==> src/rtl/pfd_pkg.sv <==
package pfd_pkg;

    typedef enum logic [1:0] {
        PUMP_OFF = 2'b00,
        PUMP_SRC = 2'b01,
        PUMP_SNK = 2'b10,
        PUMP_BAL = 2'b11
    } pump_e;

    typedef enum logic [1:0] {
        ERR_NARROW = 2'b00,
        ERR_MIDDLE = 2'b01,
        ERR_WIDE   = 2'b10
    } err_class_e;

    typedef struct packed {
        logic lead;  // reference edge pending
        logic lag;   // feedback edge pending
    } pfd_state_t;

    function automatic pump_e pump_encode(input pfd_state_t s, input logic sense,
                                          input logic park);
        pump_e r;
        r = PUMP_OFF;
        if (!park) begin
            case ({s.lead, s.lag})
                2'b11:   r = PUMP_BAL;
                2'b10:   r = sense ? PUMP_SRC : PUMP_SNK;
                2'b01:   r = sense ? PUMP_SNK : PUMP_SRC;
                default: r = PUMP_OFF;
            endcase
        end
        return r;
    endfunction

    function automatic err_class_e err_classify(input int unsigned width,
                                                input int unsigned narrow_max,
                                                input int unsigned wide_min);
        err_class_e c;
        if (width >= wide_min)
            c = ERR_WIDE;
        else if (width <= narrow_max)
            c = ERR_NARROW;
        else
            c = ERR_MIDDLE;
        return c;
    endfunction

endpackage

==> src/rtl/pfd_core.sv <==
module pfd_core
    import pfd_pkg::*;
(
    input  logic       clk,
    input  logic       rst,
    input  logic       park,
    input  logic       ref_stb,
    input  logic       fb_stb,
    output pfd_state_t st,
    output logic       cmp_done,
    output logic       pending
);

    assign cmp_done = st.lead & st.lag;
    assign pending  = st.lead ^ st.lag;

    always_ff @(posedge clk) begin
        if (rst || park) begin
            st <= '0;
        end else if (cmp_done) begin
            // both set: end of comparison, a fresh strobe may start the next one
            st.lead <= ref_stb;
            st.lag  <= fb_stb;
        end else begin
            st.lead <= st.lead | ref_stb;
            st.lag  <= st.lag  | fb_stb;
        end
    end

endmodule

==> src/rtl/pfd_lockdet.sv <==
module pfd_lockdet
    import pfd_pkg::*;
#(
    parameter int unsigned CNT_W    = 8,
    parameter int unsigned LOCK_W   = 1,
    parameter int unsigned UNLK_W   = 3,
    parameter int unsigned LOCK_CNT = 3
) (
    input  logic clk,
    input  logic rst,
    input  logic park,
    input  logic pending,
    input  logic cmp_done,
    output logic locked
);

    localparam int unsigned RUN_W = $clog2(LOCK_CNT + 1);
    localparam logic [CNT_W-1:0] WIDTH_MAX = '1;
    localparam logic [RUN_W-1:0] RUN_TOP   = RUN_W'(LOCK_CNT);

    logic [CNT_W-1:0] width_q;
    logic [RUN_W-1:0] run_q;
    logic [RUN_W-1:0] run_inc;
    err_class_e       cls;

    assign cls     = err_classify(int'(width_q), LOCK_W, UNLK_W);
    assign run_inc = (run_q == RUN_TOP) ? run_q : run_q + 1'b1;

    always_ff @(posedge clk) begin
        if (rst || park || cmp_done)
            width_q <= '0;
        else if (pending && width_q != WIDTH_MAX)
            width_q <= width_q + 1'b1;
    end

    always_ff @(posedge clk) begin
        if (rst || park) begin
            run_q  <= '0;
            locked <= 1'b0;
        end else if (cmp_done) begin
            unique case (cls)
                ERR_WIDE: begin
                    run_q  <= '0;
                    locked <= 1'b0;
                end
                ERR_NARROW: begin
                    run_q <= run_inc;
                    if (run_inc >= RUN_TOP)
                        locked <= 1'b1;
                end
                default: run_q <= '0;
            endcase
        end
    end

endmodule

==> src/rtl/pfd_channel.sv <==
module pfd_channel
    import pfd_pkg::*;
#(
    parameter int unsigned CNT_W    = 8,
    parameter int unsigned LOCK_W   = 1,
    parameter int unsigned UNLK_W   = 3,
    parameter int unsigned LOCK_CNT = 3
) (
    input  logic       clk,
    input  logic       rst,
    input  logic       park,
    input  logic       sense,
    input  logic       ref_stb,
    input  logic       fb_stb,
    output logic [1:0] cmd,
    output logic       chan_ok
);

    pfd_state_t st;
    logic       cmp_done;
    logic       pending;
    logic       locked;
    pump_e      code;

    pfd_core u_core (
        .clk      (clk),
        .rst      (rst),
        .park     (park),
        .ref_stb  (ref_stb),
        .fb_stb   (fb_stb),
        .st       (st),
        .cmp_done (cmp_done),
        .pending  (pending)
    );

    pfd_lockdet #(
        .CNT_W    (CNT_W),
        .LOCK_W   (LOCK_W),
        .UNLK_W   (UNLK_W),
        .LOCK_CNT (LOCK_CNT)
    ) u_lock (
        .clk      (clk),
        .rst      (rst),
        .park     (park),
        .pending  (pending),
        .cmp_done (cmp_done),
        .locked   (locked)
    );

    assign code    = pump_encode(st, sense, park);
    assign cmd     = code;
    assign chan_ok = park | locked;

endmodule

==> src/rtl/pfd_lock_pair.sv <==
module pfd_lock_pair #(
    parameter int unsigned NCH      = 2,
    parameter int unsigned CNT_W    = 8,
    parameter int unsigned LOCK_W   = 1,
    parameter int unsigned UNLK_W   = 3,
    parameter int unsigned LOCK_CNT = 3
) (
    input  logic             clk,
    input  logic             rst,
    input  logic [NCH-1:0]   ref_stb,
    input  logic [NCH-1:0]   fb_stb,
    input  logic [NCH-1:0]   pol,
    input  logic [NCH-1:0]   pwr_save,
    output logic [2*NCH-1:0] pump_cmd,
    output logic             lock_out
);

    logic [NCH-1:0] ok;

    for (genvar i = 0; i < NCH; i++) begin : g_ch
        pfd_channel #(
            .CNT_W    (CNT_W),
            .LOCK_W   (LOCK_W),
            .UNLK_W   (UNLK_W),
            .LOCK_CNT (LOCK_CNT)
        ) u_chan (
            .clk     (clk),
            .rst     (rst),
            .park    (pwr_save[i]),
            .sense   (pol[i]),
            .ref_stb (ref_stb[i]),
            .fb_stb  (fb_stb[i]),
            .cmd     (pump_cmd[2*i +: 2]),
            .chan_ok (ok[i])
        );
    end

    assign lock_out = &ok;

endmodule

==> config.mk <==
export PLATFORM = sky130hd
export DESIGN_NAME = pfd_lock_pair
export DESIGN_NICKNAME = d
export VERILOG_FILES = /design/src/rtl/pfd_pkg.sv /design/src/rtl/pfd_core.sv /design/src/rtl/pfd_lockdet.sv /design/src/rtl/pfd_channel.sv /design/src/rtl/pfd_lock_pair.sv
export SDC_FILE = /design/constraint.sdc
export NUM_CORES = 1
export LEC_CHECK = 0
export BUFFER_PORTS_ARGS = -buffer_cell sky130_fd_sc_hd__buf_2
export CORE_ASPECT_RATIO = 1.75
export CORE_MARGIN = 2
export CORE_UTILIZATION = 45
export CTS_CLUSTER_SIZE = 16
export DETAILED_ROUTE_END_ITERATION = 7
export GPL_TIMING_DRIVEN = 0
export PLACE_DENSITY = 0.74
export SYNTH_ARGS = -nofsm -noshare
export SYNTH_HDL_FRONTEND = slang
export SYNTH_SLANG_ARGS = --single-unit
==> constraint.sdc <==
create_clock -name clk -period 5 [get_ports clk]
set_clock_uncertainty 0.2 [all_clocks]
set_input_delay 0.5 -clock clk [delete_from_list [all_inputs] [get_ports clk]]
set_output_delay 0.5 -clock clk [all_outputs]
set_load 0.01 [all_outputs]
==> insert_results.sql <==
INSERT INTO impl_metrics (metric_group, metric, value, unit) VALUES
('power_and_ir_drop', 'power-per-cell-area', '252', 'nW/µm²'),
('sta', 'drv_slew', '0', ''),
('logic_synthesis', 'syn-instance-count', '158', ''),
('global_route', 'initial_antenna_violation_count', '0', ''),
('sta', 'timing.final.crit_share', '0.399', ''),
('logic_synthesis', 'yosys_warnings', '0', ''),
('power_and_ir_drop', 'static-leakage-power', '0.565', 'nW'),
('clock_tree', 'cts_hold_buffers', '0', ''),
('flow_run', 'maxCapViolCount', '0', ''),
('routing', 'detailroute.via_count', '1210', ''),
('worst_setup_path', 'cp.buffers_inverters', '0', ''),
('run_status', 'status', 'complete, no violations', ''),
('cells_and_area', 'multi_input_gate_area', '778', 'µm²'),
('sta', 'grt_setup_unrepaired', 'no', ''),
('routing', 'drtIter0Drc', '11', ''),
('cells_and_area', 'final_layout_size_suffix_gt1_frac', '0.165', ''),
('worst_setup_path', 'critical_path.cell_chain', 'ha_1, or4_1, nor4_2, o21ai_1, a211oi_1', ''),
('die', 'die-width', '45.5', 'µm'),
('logic_synthesis', 'synth.avg_cell_area', '8.58', 'µm²'),
('sta', 'finalHoldViolations', '0', ''),
('worst_setup_path', 'arrival_time_worst_endpoint', '1.98', 'ns'),
('sta', 'fin_worst_hold_slack', '0.232', 'ns'),
('worst_setup_path', 'cp_max_fo', '6', ''),
('sta', 'worst_slew_pin_slew', '0.434', 'ns'),
('place', 'globalplace.congestion', '0.803', ''),
('die', 'fp.dieH', '76.6', 'µm'),
('global_route', 'groute.usage.overall', '0.178', ''),
('worst_hold_path', 'hold-path-endpoint', 'g_ch[0].u_chan.u_core.st[0]', ''),
('worst_setup_path', 'cp_top_family', 'simple AND/OR/NAND/NOR gates', ''),
('routing', 'route.final.wire_length', '2.85', 'mm'),
('clock_tree', 'post-cts-setup-buffer-count', '0', ''),
('worst_setup_path', 'critical_path.max_stage_delay', '0.43', 'ns'),
('cells_and_area', 'filler_cell_count', '267', ''),
('routing', 'ant_nets', '0', ''),
('cells_and_area', 'fin_util', '0.523', ''),
('worst_setup_path', 'reg2reg_slack', '3.00', 'ns'),
('global_route', 'grt_first_pass_wirelength', '4.82', 'mm'),
('cells_and_area', 'layout.nets', '195', ''),
('die', 'fp.dieArea', '3480', 'µm²'),
('clock_tree', 'tritoncts', 'built', ''),
('sta', 'slew_headroom', '0.708', ''),
('cells_and_area', 'finalNonFillerCells', '204', ''),
('logic_synthesis', 'yosys.cell_types.count', '37', ''),
('worst_setup_path', 'critPathRequiredTime', '4.98', 'ns'),
('place', 'number_of_instances_in_the_placed_design', '200', ''),
('worst_setup_path', 'endpoint_of_the_worst_register_to_register_path', 'g_ch[0].u_chan.u_lock.run_q[1]', ''),
('worst_setup_path', 'cp-start-kind', 'register', ''),
('sta', 'layout_min_cycle_time', '2.00', 'ns'),
('worst_hold_path', 'hold_start', 'fb_stb[0]', ''),
('worst_hold_path', 'min_path_type', 'input port to register', ''),
('worst_hold_path', 'worst_hold_path_depth', '3', ''),
('cells_and_area', 'diodes', '0', ''),
('worst_setup_path', 'startpoint', 'g_ch[0].u_chan.u_lock.width_q[0]', ''),
('sta', 'maxClockFrequency', '501', 'MHz'),
('global_route', 'grt-ovfl-total', '0', ''),
('place', 'port-buffer-count', '14', ''),
('power_and_ir_drop', 'irDropWorstVdd', '0.120', 'mV'),
('clock_tree', 'cts_inserted_buffers', '3', ''),
('worst_setup_path', 'r2r_cells', '5', ''),
('global_route', 'number_of_global_route_vias_before_repair', '1235', ''),
('logic_synthesis', 'synthesis.area', '1360', 'µm²'),
('cells_and_area', 'layout.cells.most_common_list', 'sky130_fd_sc_hd__dfxtp_1, sky130_fd_sc_hd__nor2_1, sky130_fd_sc_hd__a21oi_1', ''),
('cells_and_area', 'sequential_cell_area', '520', 'µm²'),
('die', 'initial_utilization', '0.468', ''),
('global_route', 'pin_count_of_the_biggest_net_entering_global_routing', '15', ''),
('place', 'dp_hpwl', '2.30', 'mm'),
('routing', 'drc', '0', ''),
('sta', 'timing.final.setup_violations', '0', ''),
('clock_tree', 'post_cts_resized', '0', ''),
('clock_tree', 'clock-sinks', '26', ''),
('routing', 'tritonroute_pass_1_iters', '4', '');
==> cells in the mapped netlist <==
| master | number | area share |
|---|---|---|
| sky130_fd_sc_hd__nor2_1 | 15 | 0.042 |
| sky130_fd_sc_hd__or2_2 | 2 | 0.0092 |
| sky130_fd_sc_hd__dfxtp_1 | 26 | 0.38 |
| sky130_fd_sc_hd__a21oi_1 | 15 | 0.055 |
| sky130_fd_sc_hd__o21ai_0 | 6 | 0.022 |
| sky130_fd_sc_hd__ha_1 | 8 | 0.074 |
| sky130_fd_sc_hd__xor2_1 | 1 | 0.0065 |
| sky130_fd_sc_hd__o31ai_1 | 1 | 0.0055 |
| sky130_fd_sc_hd__inv_1 | 13 | 0.036 |
| sky130_fd_sc_hd__o221a_2 | 1 | 0.0083 |
| sky130_fd_sc_hd__a31oi_1 | 2 | 0.0092 |
| sky130_fd_sc_hd__a211oi_1 | 4 | 0.022 |
| sky130_fd_sc_hd__nor3b_1 | 1 | 0.0055 |
| sky130_fd_sc_hd__nor3_1 | 5 | 0.018 |
| sky130_fd_sc_hd__or3_1 | 2 | 0.0092 |
| sky130_fd_sc_hd__nand2_1 | 8 | 0.022 |
| sky130_fd_sc_hd__nand4_1 | 4 | 0.018 |
| sky130_fd_sc_hd__a31o_4 | 1 | 0.013 |
| sky130_fd_sc_hd__or3_2 | 2 | 0.011 |
| sky130_fd_sc_hd__o211a_1 | 1 | 0.0074 |
| sky130_fd_sc_hd__clkbuf_1 | 2 | 0.0055 |
| sky130_fd_sc_hd__xnor2_1 | 2 | 0.013 |
| sky130_fd_sc_hd__o22ai_1 | 1 | 0.0046 |
| sky130_fd_sc_hd__o21ai_1 | 3 | 0.011 |
| sky130_fd_sc_hd__o211ai_1 | 2 | 0.011 |
| sky130_fd_sc_hd__or4_1 | 3 | 0.017 |
| sky130_fd_sc_hd__and3_4 | 2 | 0.017 |
| sky130_fd_sc_hd__and3_1 | 1 | 0.0046 |
| sky130_fd_sc_hd__nand3_1 | 11 | 0.041 |
| sky130_fd_sc_hd__o22a_1 | 1 | 0.0065 |
| sky130_fd_sc_hd__a211oi_2 | 1 | 0.0092 |
| sky130_fd_sc_hd__and4_1 | 2 | 0.013 |
| sky130_fd_sc_hd__o32ai_1 | 1 | 0.0065 |
| sky130_fd_sc_hd__o21a_1 | 1 | 0.0055 |
| sky130_fd_sc_hd__o2111a_1 | 1 | 0.0083 |
| sky130_fd_sc_hd__mux2i_1 | 4 | 0.030 |
| sky130_fd_sc_hd__nor4_2 | 2 | 0.018 |
==> worst reg2reg max path, cell delays in order, from the launching register on <==
cell and delay [ns]:
sky130_fd_sc_hd__dfxtp_1 0.38, sky130_fd_sc_hd__ha_1 0.29, sky130_fd_sc_hd__or4_1 0.43, sky130_fd_sc_hd__nor4_2 0.22, sky130_fd_sc_hd__o21ai_1 0.15, sky130_fd_sc_hd__a211oi_1 0.26
==> metal layers <==
layer,part of all wire,vias up,global-route usage
met2,0.59,14,0.317
li1,-,617,-
met1,0.37,574,0.176
met4,0.018,0,0.109
met3,0.023,5,0.0237
met5,0,-,0
==> state kept, by name (all words and copies together) (netlist names) <==
signal and count:
g_ch.u_chan.u_core.st 4, g_ch.u_chan.u_lock.width_q 16, g_ch.u_chan.u_lock.run_q 4, g_ch.u_chan.u_lock.locked 2
==> how the worst max path moves through the flow <==
stage	end	slack, ns	depth (start not counted)
after global routing	g_ch[0].u_chan.u_lock.run_q[1]	2.87	5
after CTS	g_ch[0].u_chan.u_lock.run_q[1]	2.97	5
after global placement	g_ch[0].u_chan.u_lock.run_q[1]	3.07	5
after detailed placement	g_ch[0].u_chan.u_lock.run_q[1]	2.99	5
after floorplan	g_ch[0].u_chan.u_lock.width_q[7]	3.19	5
final	g_ch[0].u_chan.u_lock.run_q[1]	3.00	5
==> layout make-up <==
class | instances | share of cell area
Sequential cell | 26 | 0.344
Multi-Input combinational cell | 117 | 0.514
Timing Repair Buffer | 14 | 0.0462
Tap cell | 28 | 0.0231
Clock buffer | 4 | 0.0363
Inverter | 13 | 0.0322
Buffer | 2 | 0.00495
==> logic make-up (layout without fill, tap and decap cells) <==
| kind of cell | after synthesis | after routing | share of synthesized area |
|---|---|---|---|
| compound gates | 42 | 42 | 0.206 |
| xor+xnor | 3 | 3 | 0.0194 |
| fa+ha+maj | 8 | 8 | 0.0739 |
| buf+inv | 15 | 33 | 0.0416 |
| flops | 26 | 26 | 0.384 |
| mux | 4 | 4 | 0.0295 |
| simple gates | 60 | 60 | 0.246 |
==> stage by stage <==
step           instance area [µm²]  setup WS, ns  total power [mW]
5_1_grt                       1520          2.87             0.399
2_1_floorplan                 1360          3.19             0.239
4_1_cts                       1520          2.97             0.386
3_3_place_gp                  1460          3.07             0.249
3_5_place_dp                  1460          2.99             0.251
6_report                      1520          3.00             0.382
==> power by group <==
part | total, mW | internal (mW) | switching (mW)
clock | 0.135 | 0.0703 | 0.0650
sequential | 0.212 | 0.210 | 0.00296
combinational | 0.0340 | 0.0140 | 0.0200
total | 0.382 | 0.294 | 0.0879
Note: power is estimated with default switching activity, not from simulation.
